[src/rtl/cal_pkg.sv]
package cal_pkg;

  typedef logic [7:0] bcd8_t;

  localparam int unsigned NUM_FIELDS = 8;

  // stage indices
  localparam int unsigned F_HSEC = 0;
  localparam int unsigned F_SEC  = 1;
  localparam int unsigned F_MIN  = 2;
  localparam int unsigned F_HOUR = 3;
  localparam int unsigned F_WDAY = 4;
  localparam int unsigned F_MDAY = 5;
  localparam int unsigned F_MON  = 6;
  localparam int unsigned F_YEAR = 7;

  // next packed-BCD value, units digit rolling into tens
  function automatic bcd8_t bcd_inc(input bcd8_t v);
    if (v[3:0] == 4'd9) return {v[7:4] + 4'd1, 4'd0};
    else                return {v[7:4], v[3:0] + 4'd1};
  endfunction

  function automatic logic bcd_ok(input bcd8_t v);
    return (v[7:4] <= 4'd9) && (v[3:0] <= 4'd9);
  endfunction

  // multiple of four in BCD: even tens need units 0/4/8, odd tens need 2/6
  function automatic logic bcd_leap(input bcd8_t y);
    if (!y[4]) return (y[3:0] == 4'd0) || (y[3:0] == 4'd4) || (y[3:0] == 4'd8);
    else       return (y[3:0] == 4'd2) || (y[3:0] == 4'd6);
  endfunction

  function automatic bcd8_t bcd_month_end(input bcd8_t m, input logic leap);
    case (m)
      8'h02:                      return leap ? 8'h29 : 8'h28;
      8'h04, 8'h06, 8'h09, 8'h11: return 8'h30;
      default:                    return 8'h31;
    endcase
  endfunction

endpackage

[src/rtl/cal_bcd_stage.sv]
module cal_bcd_stage
  import cal_pkg::*;
#(
  parameter bcd8_t FIRST = 8'h00
) (
  input  logic  clk,
  input  logic  rst,
  input  logic  ld,
  input  bcd8_t ld_val,
  input  logic  en,
  input  bcd8_t last,
  output bcd8_t q,
  output logic  carry
);

  logic at_last;

  assign at_last = (q >= last);
  assign carry   = en && at_last;

  always_ff @(posedge clk) begin
    if (rst)      q <= FIRST;
    else if (ld)  q <= ld_val;
    else if (en)  q <= at_last ? FIRST : bcd_inc(q);
  end

  a_r10_load_wins: assert property (@(posedge clk) disable iff (rst)
    ld |=> (q == $past(ld_val)));

  a_r2_hold_idle: assert property (@(posedge clk) disable iff (rst)
    (!ld && !en) |=> $stable(q));

  a_r3_wrap_to_first: assert property (@(posedge clk) disable iff (rst)
    (carry && !ld) |=> (q == FIRST));

  a_r1_bcd_digits: assert property (@(posedge clk) disable iff (rst)
    bcd_ok(q));

endmodule

[src/rtl/cal_month_len.sv]
module cal_month_len
  import cal_pkg::*;
(
  input  bcd8_t mon,
  input  bcd8_t year,
  output bcd8_t last_day,
  output logic  leap
);

  assign leap     = bcd_leap(year);
  assign last_day = bcd_month_end(mon, leap);

endmodule

[src/rtl/cal_clock_chain.sv]
module cal_clock_chain
  import cal_pkg::*;
(
  input  logic       clk,
  input  logic       rst,
  input  logic       tick,
  input  logic       load,
  input  logic [7:0] ld_hsec,
  input  logic [7:0] ld_sec,
  input  logic [7:0] ld_min,
  input  logic [7:0] ld_hour,
  input  logic [7:0] ld_wday,
  input  logic [7:0] ld_mday,
  input  logic [7:0] ld_mon,
  input  logic [7:0] ld_year,
  output logic [7:0] hsec,
  output logic [7:0] sec,
  output logic [7:0] min,
  output logic [7:0] hour,
  output logic [7:0] wday,
  output logic [7:0] mday,
  output logic [7:0] mon,
  output logic [7:0] year
);

  // per-stage wiring tables; carry source -1 means the tick input
  localparam int    CARRY_SRC [NUM_FIELDS] = '{-1, 0, 1, 2, 3, 3, 5, 6};
  localparam bcd8_t FIRST_V   [NUM_FIELDS] =
    '{8'h00, 8'h00, 8'h00, 8'h00, 8'h00, 8'h01, 8'h01, 8'h00};
  localparam bcd8_t LAST_V    [NUM_FIELDS] =
    '{8'h99, 8'h59, 8'h59, 8'h23, 8'h06, 8'h31, 8'h12, 8'h99};

  bcd8_t            q      [NUM_FIELDS];
  bcd8_t            ld_bus [NUM_FIELDS];
  bcd8_t            last   [NUM_FIELDS];
  logic  [NUM_FIELDS-1:0] en;
  logic  [NUM_FIELDS-1:0] carry;
  bcd8_t            month_end;
  logic             leap_year;

  // named events for the checks below
  logic midnight;
  logic month_roll;
  assign midnight   = carry[F_HOUR];
  assign month_roll = carry[F_MDAY];

  assign ld_bus[F_HSEC] = ld_hsec;
  assign ld_bus[F_SEC]  = ld_sec;
  assign ld_bus[F_MIN]  = ld_min;
  assign ld_bus[F_HOUR] = ld_hour;
  assign ld_bus[F_WDAY] = ld_wday;
  assign ld_bus[F_MDAY] = ld_mday;
  assign ld_bus[F_MON]  = ld_mon;
  assign ld_bus[F_YEAR] = ld_year;

  cal_month_len u_mlen (
    .mon      (q[F_MON]),
    .year     (q[F_YEAR]),
    .last_day (month_end),
    .leap     (leap_year)
  );

  for (genvar i = 0; i < NUM_FIELDS; i++) begin : g_stage
    if (CARRY_SRC[i] < 0) begin : g_src_tick
      assign en[i] = tick;
    end else begin : g_src_carry
      assign en[i] = carry[CARRY_SRC[i]];
    end

    if (i == F_MDAY) begin : g_dyn_last
      assign last[i] = month_end;
    end else begin : g_fix_last
      assign last[i] = LAST_V[i];
    end

    cal_bcd_stage #(.FIRST(FIRST_V[i])) u_stage (
      .clk    (clk),
      .rst    (rst),
      .ld     (load),
      .ld_val (ld_bus[i]),
      .en     (en[i]),
      .last   (last[i]),
      .q      (q[i]),
      .carry  (carry[i])
    );
  end

  assign hsec = q[F_HSEC];
  assign sec  = q[F_SEC];
  assign min  = q[F_MIN];
  assign hour = q[F_HOUR];
  assign wday = q[F_WDAY];
  assign mday = q[F_MDAY];
  assign mon  = q[F_MON];
  assign year = q[F_YEAR];

  a_r4_hour_range: assert property (@(posedge clk) disable iff (rst)
    hour <= 8'h23);

  a_r5_wday_range: assert property (@(posedge clk) disable iff (rst)
    wday <= 8'h06);

  a_r8_month_range: assert property (@(posedge clk) disable iff (rst)
    (mon >= 8'h01) && (mon <= 8'h12));

  a_r6_date_range: assert property (@(posedge clk) disable iff (rst)
    (mday >= 8'h01) && (mday <= 8'h31));

  a_r4_midnight_zero: assert property (@(posedge clk) disable iff (rst)
    (midnight && !load) |=> (hour == 8'h00) && (min == 8'h00) && (sec == 8'h00));

  a_r6_month_roll_date: assert property (@(posedge clk) disable iff (rst)
    (month_roll && !load) |=> (mday == 8'h01));

endmodule

[config.mk]
export PLATFORM = sky130hd
export DESIGN_NAME = cal_clock_chain
export DESIGN_NICKNAME = d
export VERILOG_FILES = /design/src/rtl/cal_pkg.sv /design/src/rtl/cal_bcd_stage.sv /design/src/rtl/cal_month_len.sv /design/src/rtl/cal_clock_chain.sv
export SDC_FILE = /design/constraint.sdc
export NUM_CORES = 1
export LEC_CHECK = 0
export BUFFER_PORTS_ARGS = -buffer_cell sky130_fd_sc_hd__buf_2
export CAP_MARGIN = 20
export CORE_ASPECT_RATIO = 1.25
export CORE_MARGIN = 2
export CORE_UTILIZATION = 30
export CTS_CLUSTER_DIAMETER = 50
export CTS_CLUSTER_SIZE = 20
export DETAILED_ROUTE_END_ITERATION = 10
export GPL_ROUTABILITY_DRIVEN = 1
export SLEW_MARGIN = 20
export SYNTH_ARGS = -nofsm -noshare
export SYNTH_HDL_FRONTEND = slang
export SYNTH_SLANG_ARGS = --single-unit
[constraint.sdc]
create_clock -name clk -period 8.7 [get_ports clk]
set_clock_uncertainty 0.05 [all_clocks]
set_input_delay 2.175 -clock clk [delete_from_list [all_inputs] [get_ports clk]]
set_output_delay 2.175 -clock clk [all_outputs]
set_load 0.01 [all_outputs]
==> results.cfg, run 1 <==
[run_status]
status = finished clean

[power]
peakVddDrop_v = 0.0000759
cellLeakagePower_nw = 2.17
power_per_cell_area_nw_per_um2 = 171
p_total_mw = 0.883

[logic_synthesis]
synth-seq-cells = 64
synth.distinct_cells = 69
synth_nets = 614
yosys_warnings = 0
synth_ff_type = dfxtp_1
synth_top_area_share_pct = 31.3
syn_area_per_cell_um2 = 7.84
netlist_instances = 522
yosys-top-cells-area = dfxtp_1 (31%), ha_1 (7.3%), a21oi_1 (5.3%), nor2_1 (5.2%), nand2_1 (4.5%)
synth_area_um2 = 4090
synthArstFlopShare_pct = 0
yosys.area.top_type = dfxtp_1
synth-edff-count = 0
seq_area_frac_synth_pct = 31.3

[worst_setup_path]
cp_max_fo = 53
worstSetupEndpointType = register
r2r-end = g_stage[6].u_stage.q[5]
rr_worst_depth = 12
r2r-start = g_stage[6].u_stage.q[4]
critPathLaunch = load
crit_path_start_kind = input port
cp.required_ps = 8830
rrSetupSlack_ps = 4840
arrival_ps = 4610
worstSetupPathType = in2reg

[cts]
cts_tree = built
clk_pin_slew_worst_paths_ps = 60
htree_levels = 3
clock_path_buffers = 2
clock-sinks = 64
postCtsHoldBufs = 0
cts_setup_buffers = 0
worstSkewPairLatency_ps = 340
cts_buffers = 9
cts_root_buf = clkbuf_16
ctsResizeCount = 0

[timing]
drv_slew = 0
maxSlewHeadroom_pct = 36.7
fin_crit_ps = 4480
holdWs_ps = 462
worst_pin_slew_ps = 947
rsz0062_at_grt = false
setup_tns_ps = 0
hold_violations = 0
fmax_mhz = 223
finalWorstSetupSlack_ps = 4220
period_share_pct = 51.4
setup_violations = 0

[min_path]
whs_endpoint = g_stage[2].u_stage.q[7]
hold_path_class = reg2reg
min_path_cells = 2
min-delay-start = g_stage[2].u_stage.q[7]

[drt]
met2_length_um = 6220
first_iter_violations = 343
drt_pass1_iterations = 4
wirelength_met1_um = 5790
viasPerCell = 5.38
wl_per_cell_um = 15.9
routed-wl-met3_um = 672
route.top_layer_used = met4
via_count = 4370
drc_errors = 0
ant_nets = 0
drt_wl_total_um = 12900

[floorplanning]
dieArea_um2 = 14600
core-area_um2 = 13300
start_util_pct = 30.8
die_w_um = 108
die-height_um = 135
io_pins = 132
rows = 47

[layout]
nets = 728
reg.largest.list = g_stage.u_stage.q: 64 flops
largest_register_ffs = 64
drive_gt1_share_pct = 25.3
layout.cells.non_filler = 812
regMostFlops = g_stage.u_stage.q
area_growth_pct = 25.9

[global_routing]
track_usage_pct = 17.8
antenna_found_initial = 1
grt-ovfl-total = 0
first_global_vias = 4189
grt_start_max_net_pins = 63
grt_pass1_wl_um = 20800

[placement]
post-place-ws_ps = 3860
routabilityCongestion = 0.885
placement.io_buffers = 131
place_inst = 796
hpwl_um = 9560

[job]
cap_violations = 0
final cells by class:
type / instances / area, um2
Clock inverter: 3 / 40.0
Antenna cell: 1 / 2.50
Tap cell: 171 / 214
Inverter: 29 / 109
Multi-Input combinational cell: 399 / 2570
Timing Repair Buffer: 133 / 671
Sequential cell: 64 / 1280
Clock buffer: 12 / 267
Fill cell: 1421 / 8140
power by group:
group | switching [mW] | leakage [nW] | internal (mW) | total (mW)
clock network | 0.131 | 0.154 | 0.242 | 0.374
logic | 0.0969 | 1.49 | 0.0678 | 0.165
registers | 0.0314 | 0.527 | 0.313 | 0.345
total | 0.260 | 2.17 | 0.623 | 0.883
synthesized netlist by cell type, drive strengths merged, types with 9 or more instances:
cell type and number:
dfxtp 64, nor2 57, nand2 50, a21oi 45, o21ai 38, inv 28, ha 24, a211oi 22
clkbuf 19, nand3 17, nor3 17, buf 11, a22oi 9
worst max-delay path, stage by stage:
cell and delay, ps:
buf_2 380, buf_4 550, nor3_1 140, nor2b_1 320, or4_1 670, a221oi_1 270, a211oi_1 80
routing by layer:
layer  GRT usage, %  vias to the layer above
met4           8.26                        0
li1               -                     2167
met2           28.7                      128
met3           2.56                       19
met5              0                        -
met1           23.4                     2056
kinds of logic after synthesis:
family | after synthesis | share of synthesized area (%)
buffers and inverters | 59 | 5.93
AO/OA/AOI/OAI | 178 | 30.6
XOR/XNOR | 7 | 1.50
flip-flops | 64 | 31.3
multiplexers | 4 | 0.979
adder cells (fa/ha/maj) | 24 | 7.34
AND/OR/NAND/NOR | 186 | 22.4
worst max path at each step:
stage	end	slack (ps)	cells past startpoint
after floorplan	g_stage[6].u_stage.q[4]	4950	7
after global placement	g_stage[6].u_stage.q[4]	3960	7
after detailed placement	g_stage[6].u_stage.q[5]	3860	7
after CTS	g_stage[6].u_stage.q[5]	4230	7
after global routing	g_stage[7].u_stage.q[0]	3900	8
final	g_stage[6].u_stage.q[5]	4220	7
per-stage QoR:
stage	instance area, um2	util (%)
6_report	5150	38.8
5_1_grt	5150	38.8
3_5_place_dp	4840	36.4
3_3_place_gp	4840	36.4
4_1_cts	5150	38.7
2_1_floorplan	4090	-
layout by cell type, fill, tap and decap left out, types with 3 or more instances in the layout:
master     count
a211oi_1      22
nand3_1       17
a22oi_1        9
o31ai_1        3
a21oi_1       43
inv_1         28
a22o_1         3
nor3b_1        4
a222oi_1       4
a32oi_1        4
dfxtp_1       64
buf_2        131
nor2_1        57
nor4b_1        3
or3_1          3
o22ai_1        5
clkbuf_16      9
nand4_1        4
or4_1          3
o211ai_1       4
nor2b_1        6
ha_1          24
nor3_1        15
and2_1         3
nand2_1       49
xnor2_1        3
a31oi_1        8
clkbuf_8       3
nand2b_1       4
o21a_1         4
xor2_1         4
nand4b_1       4
a221oi_1       5
nor4_1         4
o21ai_0       34
mux2i_1        4
(Power assumes the default switching activity.)
==> run 2: changes to the inputs <==
--- a/config.mk
+++ b/config.mk
@@ -5,6 +5,7 @@
 export SDC_FILE = /design/constraint.sdc
 export NUM_CORES = 1
 export LEC_CHECK = 0
+export ABC_AREA = 1
 export BUFFER_PORTS_ARGS = -buffer_cell sky130_fd_sc_hd__buf_2
 export CAP_MARGIN = 20
 export CORE_ASPECT_RATIO = 1.25
==> constraint.sdc (replaced) <==
create_clock -name clk -period 4.6 [get_ports clk]
set_clock_uncertainty 0.05 [all_clocks]
set_input_delay 1.15 -clock clk [delete_from_list [all_inputs] [get_ports clk]]
set_output_delay 1.15 -clock clk [all_outputs]
set_load 0.01 [all_outputs]
==> run 2 against run 1 <==
  * Final cell count grew 17%
  * Synthesized area grew 4.1%
  * Global-route usage shrank 1.1 points
  * Largest cell class unchanged
==> results.cfg, run 2 <==
[worst_setup_path]
arrival_ps = 3130
cp_max_fo = 13
cp.required_ps = 4790
worstSetupEndpointType = register
crit_path_start_kind = register
worstSetupPathType = reg2reg

[logic_synthesis]
synth-seq-cells = 64
synth_simple_gate_area_share_pct = 33.4
synth_top_area_share_pct = 30.1
ys_top_cells_by_count = nand2_1 (161), inv_1 (75), dfxtp_1 (64)
synthAdderAreaFrac_pct = 7.05
yosys_warnings = 0
seq_area_frac_synth_pct = 30.1
yosys-top-cells-area = dfxtp_1 (30%), nand2_1 (14%), ha_1 (7.1%), inv_1 (6.6%), o21ai_0 (5.9%)
netlist_instances = 648
synth_ff_type = dfxtp_1
muxShareOfSynthArea_pct = 0
synthArstFlopShare_pct = 0
synth_nets = 740
synth-xor-area-share_pct = 3.29
synth_top_family_by_area = simple AND/OR/NAND/NOR gates
yosys.area.top_type = dfxtp_1
synth_most_common_cell = nand2_1
synth_area_um2 = 4260
synth-edff-count = 0
syn_area_per_cell_um2 = 6.57
synth_compound_area_share_pct = 16.8
synth.distinct_cells = 41

[cts]
htree_levels = 3
cts_setup_buffers = 0
clock_path_buffers = 2
cts_root_buf = clkbuf_16
cts_buffers = 9
worstSkewPairLatency_ps = 350
clk_pin_slew_worst_paths_ps = 60
postCtsHoldBufs = 0
cts_tree = built
clock-sinks = 64
ctsResizeCount = 0

[layout]
fillers = 1525
mostFrequentLayoutCell = nand2_1
reg.largest.list = g_stage.u_stage.q: 64 flops
final_cell_mix = nand2_1 (161), buf_2 (131), inv_1 (75)
nets = 865
design_area_um2 = 5390
largest_register_ffs = 64
drive_gt1_share_pct = 22.9
regMostFlops = g_stage.u_stage.q
area_growth_pct = 26.5
antenna_cells = 0
layout.cells.non_filler = 953

[drt]
first_iter_violations = 286
drt_wl_total_um = 12800
routed-wl-met3_um = 655
viasPerCell = 4.82
via_count = 4595
drt_pass1_iterations = 4
wirelength_met1_um = 5560
route.top_layer_used = met4
ant_nets = 0
wl_per_cell_um = 13.4
drc_errors = 0
met2_length_um = 6330

[timing]
maxSlewHeadroom_pct = 44.5
setup_violations = 0
drv_slew = 0
worst_pin_slew_ps = 832
fin_crit_ps = 2940
setup_tns_ps = 0
fmax_mhz = 340
rsz0062_at_grt = false
period_share_pct = 64.0
hold_violations = 0

[placement]
place_inst = 937
placement.io_buffers = 131
hpwl_um = 9330
placed_area_um2 = 5060
routabilityCongestion = 0.826

[global_routing]
grt_start_max_net_pins = 76
track_usage_pct = 16.8
grt-ovfl-total = 0
grt_pass1_wl_um = 20600
first_global_vias = 4241
antenna_found_initial = 0

[power]
power_per_cell_area_nw_per_um2 = 329
cellLeakagePower_nw = 2.64
peakVddDrop_v = 0.000174

[floorplanning]
rows = 48
die_w_um = 111
io_pins = 132
dieArea_um2 = 15200
die-height_um = 137
start_util_pct = 30.8
core-area_um2 = 13800

[run_status]
status = finished clean

[job]
cap_violations = 0

[min_path]
hold_path_class = reg2reg
[run 2: cell types whose count changed after synthesis, sizes merged, moves of 6 or more]
cell | before | now
nor2 | 57 | 64
clkbuf | 19 | 9
inv | 28 | 80
xor2 | 4 | 12
nor3 | 17 | 6
o21ai | 38 | 54
nand2 | 50 | 173
nand3 | 17 | 49
nor2b | 6 | 0
nand4 | 4 | 13
a211oi | 22 | 0
a22oi | 9 | 3
[run 2: worst paths after layout]
kind                      startpoint                      end  slack, ps  cells past startpoint
max          g_stage[6].u_stage.q[5]  g_stage[6].u_stage.q[6]       1660                     17
min          g_stage[6].u_stage.q[7]  g_stage[6].u_stage.q[7]        430                      2
max reg2reg  g_stage[6].u_stage.q[5]  g_stage[6].u_stage.q[6]       1660                     17
min reg2reg  g_stage[6].u_stage.q[7]  g_stage[6].u_stage.q[7]        430                      2
[run 2: cell families after synthesis]
group | Yosys count
AO/OA/AOI/OAI | 129
XOR/XNOR | 16
adder cells (fa/ha/maj) | 24
buffers and inverters | 100
flip-flops | 64
AND/OR/NAND/NOR | 315
[run 2: final cells by class]
type	instances	area, um2	area share (%)
Multi-Input combinational cell	484	2570	47.8
Sequential cell	64	1280	23.8
Timing Repair Buffer	134	678	12.6
Inverter	80	303	5.62
Clock buffer	10	239	4.44
Tap cell	175	219	4.06
Clock inverter	6	92.6	1.72
[run 2: where the power goes]
part           total (mW)  internal (mW)  switching [mW]
logic               0.349          0.135           0.214
registers           0.653          0.596          0.0572
clock network       0.771          0.491           0.280
[run 2: worst max-delay path, cell delays in order (launching register included)]
cell and delay (ps):
dfxtp_1 350, inv_1 120, ha_1 160, nand2_1 70
nor4_1 460, inv_1 100, ha_1 330, inv_1 40
nor2_1 120, nand2_1 70, nand2_1 50, nand2_1 40
nand3_1 180, nand4_4 130, nand2_4 160, nand2_1 130
o21ai_0 200, nor2_1 60
[run 2: routing by layer]
metal  GRT usage [%]  vias up
met5               0        -
met4            6.74        0
met3            3.48       14
met2            29.5      119
met1            20.1     2069
li1                -     2393
[run 2: per-stage QoR]
step | utilization [%] | hold slack (ps) | total power, mW | setup slack, ps
3_3_place_gp | 36.6 | 414 | 1.01 | 1620
3_5_place_dp | 36.6 | 421 | 1.01 | 1580
4_1_cts | 39.0 | 430 | 1.79 | 1600
6_report | 39.0 | 428 | 1.77 | 1660
2_1_floorplan | - | 445 | 0.882 | 2230
5_1_grt | 39.0 | 458 | 1.87 | 1170
